`config.mk`:
```
export PLATFORM = sky130hd
export DESIGN_NAME = baud_gen_top
export DESIGN_NICKNAME = d
export VERILOG_FILES = /design/src/rtl/baud_pkg.sv /design/src/rtl/baud_prescaler.sv /design/src/rtl/baud_postdiv.sv /design/src/rtl/baud_xck_sync.sv /design/src/rtl/baud_gen_top.sv
export SDC_FILE = /design/constraint.sdc
export NUM_CORES = 1
export LEC_CHECK = 0
export CAP_MARGIN = 20
export CELL_PAD_IN_SITES_DETAIL_PLACEMENT = 0
export CELL_PAD_IN_SITES_GLOBAL_PLACEMENT = 1
export CORE_ASPECT_RATIO = 0.75
export CORE_MARGIN = 2
export CORE_UTILIZATION = 52
export DETAILED_ROUTE_END_ITERATION = 7
export DONT_BUFFER_PORTS = 1
export PLACE_DENSITY_LB_ADDON = 0.12
export SYNTH_ARGS = -nofsm -noshare
export SYNTH_HDL_FRONTEND = slang
export SYNTH_HIERARCHICAL = 1
export SYNTH_SLANG_ARGS = --single-unit
export TNS_END_PERCENT = 10
```
`constraint.sdc`:
```
create_clock -name clk -period 9.71 [get_ports clk]
set_input_delay 2.913 -clock clk [delete_from_list [all_inputs] [get_ports clk]]
set_output_delay 2.913 -clock clk [all_outputs]
set_load 0.03 [all_outputs]
```
`src/rtl/baud_pkg.sv`:
```
package baud_pkg;

    localparam int PH_W = 4;

    typedef enum logic [1:0] {
        MODE_ASYNC_NORM = 2'd0,
        MODE_ASYNC_DBL  = 2'd1,
        MODE_SYNC_MST   = 2'd2,
        MODE_SYNC_SLV   = 2'd3
    } baud_mode_e;

    // Map the three select inputs onto an operating mode.
    function automatic baud_mode_e decode_mode(input logic sync_sel,
                                               input logic dbl,
                                               input logic dir);
        if (!sync_sel)
            return dbl ? MODE_ASYNC_DBL : MODE_ASYNC_NORM;
        return dir ? MODE_SYNC_MST : MODE_SYNC_SLV;
    endfunction

endpackage

```
`src/rtl/baud_prescaler.sv`:
```
module baud_prescaler #(
    parameter int DIV_W = 12
) (
    input  logic             clk,
    input  logic             rst_n,
    input  logic             restart,
    input  logic [DIV_W-1:0] div_val,
    output logic             tick
);

    logic [DIV_W-1:0] cnt_q;

    always_ff @(posedge clk or negedge rst_n) begin
        if (!rst_n)
            cnt_q <= '0;
        else if (restart || cnt_q == '0)
            cnt_q <= div_val;
        else
            cnt_q <= cnt_q - 1'b1;
    end

    assign tick = (cnt_q == '0) && !restart;

endmodule

```
`src/rtl/baud_postdiv.sv`:
```
module baud_postdiv
    import baud_pkg::*;
(
    input  logic       clk,
    input  logic       rst_n,
    input  logic       restart,
    input  baud_mode_e mode,
    input  logic       presc_tick,
    output logic       bit_tick,
    output logic       smp_tick,
    output logic       clk_out
);

    logic [PH_W-1:0] phase_q;
    logic [PH_W-1:0] last_ph;
    logic            wrap;

    always_comb begin
        unique case (mode)
            MODE_ASYNC_NORM: last_ph = PH_W'(15);
            MODE_ASYNC_DBL:  last_ph = PH_W'(7);
            MODE_SYNC_MST:   last_ph = PH_W'(1);
            MODE_SYNC_SLV:   last_ph = PH_W'(0);
        endcase
    end

    assign wrap = (phase_q == last_ph);

    always_ff @(posedge clk or negedge rst_n) begin
        if (!rst_n)
            phase_q <= '0;
        else if (restart)
            phase_q <= '0;
        else if (presc_tick)
            phase_q <= wrap ? '0 : phase_q + 1'b1;
    end

    always_ff @(posedge clk or negedge rst_n) begin
        if (!rst_n)
            clk_out <= 1'b0;
        else if (restart || mode != MODE_SYNC_MST)
            clk_out <= 1'b0;
        else if (presc_tick)
            clk_out <= ~clk_out;
    end

    assign bit_tick = presc_tick && wrap;

    always_comb begin
        unique case (mode)
            MODE_ASYNC_NORM,
            MODE_ASYNC_DBL:  smp_tick = presc_tick;
            MODE_SYNC_MST,
            MODE_SYNC_SLV:   smp_tick = bit_tick;
        endcase
    end

endmodule

```
`src/rtl/baud_xck_sync.sv`:
```
module baud_xck_sync #(
    parameter int STAGES = 2
) (
    input  logic clk,
    input  logic rst_n,
    input  logic pin,
    output logic rise,
    output logic fall
);

    logic [STAGES:0] chain_q;

    always_ff @(posedge clk or negedge rst_n) begin
        if (!rst_n)
            chain_q[0] <= 1'b0;
        else
            chain_q[0] <= pin;
    end

    for (genvar g = 1; g <= STAGES; g++) begin : g_stage
        always_ff @(posedge clk or negedge rst_n) begin
            if (!rst_n)
                chain_q[g] <= 1'b0;
            else
                chain_q[g] <= chain_q[g-1];
        end
    end

    assign rise =  chain_q[STAGES-1] && !chain_q[STAGES];
    assign fall = !chain_q[STAGES-1] &&  chain_q[STAGES];

endmodule

```
`src/rtl/baud_gen_top.sv`:
```
module baud_gen_top
    import baud_pkg::*;
#(
    parameter int DIV_W       = 12,
    parameter int SYNC_STAGES = 2
) (
    input  logic             clk,
    input  logic             rst_n,
    input  logic [DIV_W-1:0] div_val,
    input  logic             mode_sync,
    input  logic             dbl_speed,
    input  logic             xck_dir,
    input  logic             xck_in,
    output logic             baud_tick,
    output logic             samp_tick,
    output logic             xck_out
);

    baud_mode_e       state_q;
    baud_mode_e       state_d;
    logic [DIV_W-1:0] div_q;
    logic             restart;
    logic             presc_tick;
    logic             pd_bit;
    logic             pd_smp;
    logic             ext_rise;
    logic             ext_fall;

    assign state_d = decode_mode(mode_sync, dbl_speed, xck_dir);
    assign restart = (state_d != state_q) || (div_val != div_q);

    always_ff @(posedge clk or negedge rst_n) begin
        if (!rst_n) begin
            state_q <= MODE_ASYNC_NORM;
            div_q   <= '0;
        end else begin
            state_q <= state_d;
            div_q   <= div_val;
        end
    end

    baud_prescaler #(.DIV_W(DIV_W)) u_presc (
        .clk     (clk),
        .rst_n   (rst_n),
        .restart (restart),
        .div_val (div_val),
        .tick    (presc_tick)
    );

    baud_postdiv u_post (
        .clk        (clk),
        .rst_n      (rst_n),
        .restart    (restart),
        .mode       (state_q),
        .presc_tick (presc_tick),
        .bit_tick   (pd_bit),
        .smp_tick   (pd_smp),
        .clk_out    (xck_out)
    );

    baud_xck_sync #(.STAGES(SYNC_STAGES)) u_sync (
        .clk   (clk),
        .rst_n (rst_n),
        .pin   (xck_in),
        .rise  (ext_rise),
        .fall  (ext_fall)
    );

    always_comb begin
        unique case (state_q)
            MODE_SYNC_SLV: begin
                baud_tick = ext_rise && !restart;
                samp_tick = ext_fall && !restart;
            end
            MODE_ASYNC_NORM,
            MODE_ASYNC_DBL,
            MODE_SYNC_MST: begin
                baud_tick = pd_bit;
                samp_tick = pd_smp;
            end
        endcase
    end

endmodule

```
### Word level (Yosys, flattened, before mapping)

Index checks and enable logic that the tools add are counted.
Widths: inputs -> output; s select.

* bits in writable memories: 0
* input port bits: 18
* output and inout bits: 3
* bits in latches: 0
* memories: 0
* register bits after elaboration: 34
* word-level logic and storage cells: 50
* bits in read-only memories: 0

* muxes and demuxes: 13
* add/sub/neg operators: 2
* $mul: 0
* reduce and logical (&&, ||, !) cells: 19
* shift-type cells: 0
* order comparisons: 0
* bitwise logic cells: 1
* eq/ne operators: 7
* divide/modulo/power cells: 0

Operators by type and width (number)
* $pmux 4 s4: 1
* $logic_not 12->1: 1
* $mux 12: 1
* $mux 4: 3
* $ne 12x12->1: 1
* $sub 12x1->12 const B: 1
* $logic_and 1x1->1: 6
* $pmux 1 s2: 3
* $add 4x1->4 const B: 1
* $eq 2x2->1 const B: 2
* $eq 4x4->1: 1
* $mux 1: 4
* $reduce_bool 2->1: 2
* $reduce_or 2->1: 2
* $logic_not 1->1: 3
* $logic_or 1x1->1: 3
* $reduce_or 3->1: 1
* $eq 2x1->1 const B: 1
* $logic_not 2->1: 1
* $mux 2: 1
* $ne 2x2->1: 1
* $ne 2x2->1 const B: 1
* $not 1->1: 1

### Logic depth before layout (Yosys ltp)

* depth after elaboration: 9
* mapped depth: 11
* depth with buffers taken out: 10

### By module

The synthesis kept the hierarchy.

Modules (own cells, without submodules)
* baud_prescaler: times used 1, area each 709.4 um^2, cells an instance 72
* baud_gen_top: times used 1, area each 569.3 um^2, cells an instance 47
* baud_postdiv: times used 1, area each 320.3 um^2, cells an instance 37
* baud_xck_sync: times used 1, area each 90.1 um^2, cells an instance 5

### Worst setup path before layout

OpenSTA, ideal clock, no wires.

* path kind: in2out
* start: input div_val[7]
* end: output baud_tick
* required time: 6.797 ns
* arrival: 4.674 ns
* path buffers: 1
* setup slack: 2.123 ns
* stages: 9
* cells stage by stage: xnor2_1 nand4_1 or3_1 or3_1 nor2_1 clkbuf_1 and2_1 nand2_1 o31ai_1

* word-level cells in the longest chain between the ends: 6

RTL lines
* start: declaration: line baud_gen_top.sv:9 `input logic [DIV_W-1:0] div_val,`
* $ne 12x12->1: line baud_gen_top.sv:30 `assign restart = (state_d != state_q) || (div_val != div_q);`
* $logic_or 1x1->1: line baud_gen_top.sv:30
* named net restart: line baud_gen_top.sv:22 `logic restart;`
* $logic_not 1->1: line baud_prescaler.sv:22 `assign tick = (cnt_q == '0) && !restart;`
* $logic_and 1x1->1: line baud_prescaler.sv:22
* named net presc_tick: line baud_gen_top.sv:23 `logic presc_tick;`
* $logic_and 1x1->1: line baud_postdiv.sv:47 `assign bit_tick = presc_tick && wrap;`
* named net pd_bit: line baud_gen_top.sv:24 `logic pd_bit;`
* $pmux 1 s2: line baud_gen_top.sv:70 `unique case (state_q)`
* end: declaration: line baud_gen_top.sv:14 `output logic baud_tick,`

The timed path passes the listed nets, and every way through them passes these cells.

### Worst setup path in the final report

* start: input div_val[5]
* end: output baud_tick

The elaborated chain is that of the path after synthesis.

==> metrics.md <==
| Metric | Value |
|---|---|
| Status | completed |
| Number of global-route vias before repair | between 1000 and 1500 |
| Hold_buf cts | 0 |
| First-pass GRT wire length | ~5.7 mm |
| Die H | between 50 and 60 um |
| DRC Markers | 0 |
| Clock Sinks | 34 |
| Setup Buffers After CTS | 0 |
| Post-synth EDFFs | 0 |
| Setup ws final | approximately 1.7 ns |
| Final hold vios | 0 |
| Max Freq | 125 MHz |
| Routability cong. | 0.764 |
| Root buffer cell | clkbuf_8 |
| Max VDD drop | about 0.12 mV |
| Seq/Total Area, Yosys | 50.4% |
| Avg Synthesized Cell Area | about 10 sq um |
| Via density | 5.69 |
| Routed length on met3 | between 200 and 300 um |
| Final worst-path cycle share | between 80% and 90% |
| Crit Path Category | input pin to primary output |
| Post-Layout Cell Count | approximately 200 |
| Min-Delay Path Class | register to register |
| Post-route setup TNS | 0 ns |
| CTS tree | built |
| Starting density of the core | between 50 and 60% |
| Area grow syn2layout | 11.0% |
| Pre-CTS setup slack | 1.69 ns |
| Post-layout min period | 8.00 ns |
| Ys async rst share | 100% |
| Arr. time, crit path | ~5.1 ns |
| Via count | 1167 |
| Yosys warns | 6 |
| Top Metal Used | met4 |
| CP max stage delay | approximately 0.54 ns |
| Antenna Cells | 0 |
| Std cell rows | 17 |
| Startpoint types | input pin |
| Fill count | about 250 |
| Tightest Pin Transition | 0.999 ns |
| Final slew viol count | 0 |
| Port buffer count | 0 |
| Worst clock skew | 0.00356 ns |
| Leak Pwr | about 0.77 nW |
| Final #Nets | about 190 |
| Placed Instances | about 200 |
| Initial antenna violation count | 0 |
| CP cell instances | xor2_1 > nor3_1 > nand4_1 > or3_1 > nor2_1 > and2_1 > nand2_1 > o31ai_1 |
| Area leader, netlist | dfrtp_1 |
| Cell with the most instances after synthesis | dfrtp_1 |
| Wire length on met2 | 1.37 mm |
| Area fraction of the dominant cell type after synthesis | approximately half |
| Total grt overflow | 0 |
| WL final | ~3.2 mm |
| Crit-path slowest cell | or3_1 |
| Sequential standard cell area | roughly 850 sq um |
| Commonest cells post-synth | dfrtp_1, nor2_1, a21oi_1 |
| Clk slew on worst S/H paths | 0.07 ns |
| DRT met1 WL | roughly 1.5 mm |
| First-pass DRT Iterations | 4 |
| Resize count post-CTS | 0 |
| Mapped Cells | approximately 160 |
| Max cap viols | 0 |
| Inserted Clock Buffers | 5 |
| Syn_nets | about 180 |
| Core footprint | 3020 sq um |
| Synth area leaders | dfrtp_1, xnor2_1, xor2_1 |
| Area of the multi-input gates | just under 800 sq um |
| Clock H-tree levels | 2 |
| CP Max Fanout | 10 |
| Die area | roughly 3700 sq um |
| Share of layout cells above drive strength 1 | 10.2% |
| Synth Cell Area | between 1500 and 2000 sq um |
| WP data required | ~6.8 ns |
| Drt initial violations | 75 |
| Post-synth top flop | dfrtp_1 |
| Clock buffer depth | 2 |
| Netlist cell types | 40 |
| Insertion delay to the later sink of the worst-skew pair | 0.28 ns |
| GRT Overall Usage | approximately 21% |
| Dpl hpwl | between 2 and 2.5 mm |
| Largest net degree at the start of global routing | 35 |
| IO Count | 21 |
| Pwr per Cell Area | 176 nW/um^2 |
| Relative slew slack | ~33% |
| Yosys reg bits | 34 |
| CP endpoint kind | primary output |
| Unrepaired setup endpoints after global routing | false |
| Die Width | 69.8 um |
| Final setup fails | 0 |
| Routed WL per cell | 15.6 um |
| Detail Route Antenna Nets | 0 |
==> worst max-delay path, delay by kind of cell <==
kind / cells / cell delay, ns
compound gates: 1 / 0.25
simple gates: 6 / 1.79
xor+xnor: 1 / 0.13
==> worst paths after layout <==
path | startpoint | end | slack, ns | depth (start not counted)
setup / recovery | div_val[5] | baud_tick | 1.71 | 8
hold / removal | u_sync/chain_q[0] | u_sync/chain_q[1] | 0.35 | 0
setup reg to reg | div_q[5] | u_presc/cnt_q[0] | 6.71 | 7
hold reg to reg | u_sync/chain_q[0] | u_sync/chain_q[1] | 0.35 | 0
max in group asynchronous | rst_n | div_q[1] | 7.31 | 0
min in group asynchronous | rst_n | div_q[6] | 2.32 | 0
==> where the power goes <==
part,leakage [nW],switching (mW),internal (mW)
logic,0.288,0.00868,0.00918
clock network,0.0714,0.0487,0.109
registers,0.407,0.00595,0.148
==> layout make-up <==
cell class / count / share of cell area, %
clock buffers: 6 / 4.41
clock inverters: 2 / 3.20
inverters: 8 / 1.60
multi-input cells: 116 / 42.5
flip-flops and latches: 34 / 45.4
well taps: 38 / 2.54
repair buffers: 1 / 0.401
==> layout by cell type, fill, tap and decap left out, types with 4 or more instances in the layout <==
cell type / instances
dfrtp_1: 34
nor2_1: 18
nor3_1: 6
nand2b_1: 4
xor2_1: 8
a21oi_1: 13
nand4_1: 6
xnor2_1: 11
inv_1: 8
nand2_1: 7
clkbuf_8: 6
==> metal layers <==
layer / global-route usage [%] / up-vias
met1: 28.0 / 549
li1: - / 574
met3: 10.7 / 2
met4: 4.17 / 0
met2: 29.5 / 42
met5: 0 / -
==> sequential cells by signal, summed over array words and instances (netlist names) <==
name,count
u_post/clk_out,1
u_sync/chain_q,3
u_post/phase_q,4
div_q,12
u_presc/cnt_q,12
state_q,2
==> through the flow <==
step | utilization [%] | area [sq um] | hold WS [ns] | power, mW
2_1_floorplan | - | 1690 | 0.331 | 0.170
3_3_place_gp | 57.3 | 1730 | 0.338 | 0.173
3_5_place_dp | 57.3 | 1730 | 0.339 | 0.174
4_1_cts | 62.1 | 1870 | 0.359 | 0.334
5_1_grt | 62.1 | 1870 | 0.359 | 0.345
6_report | 62.1 | 1870 | 0.355 | 0.330
==> cell families after synthesis <==
| kind of cell | Yosys count | share of synthesized area (%) |
|---|---|---|
| simple gates | 63 | 22.1 |
| xor+xnor | 20 | 10.8 |
| buf+inv | 11 | 2.52 |
| compound gates | 27 | 10.1 |
| mux | 3 | 1.85 |
| fa+ha+maj | 3 | 2.22 |
| flops | 34 | 50.4 |
Note: power is estimated with default switching activity, not from simulation.
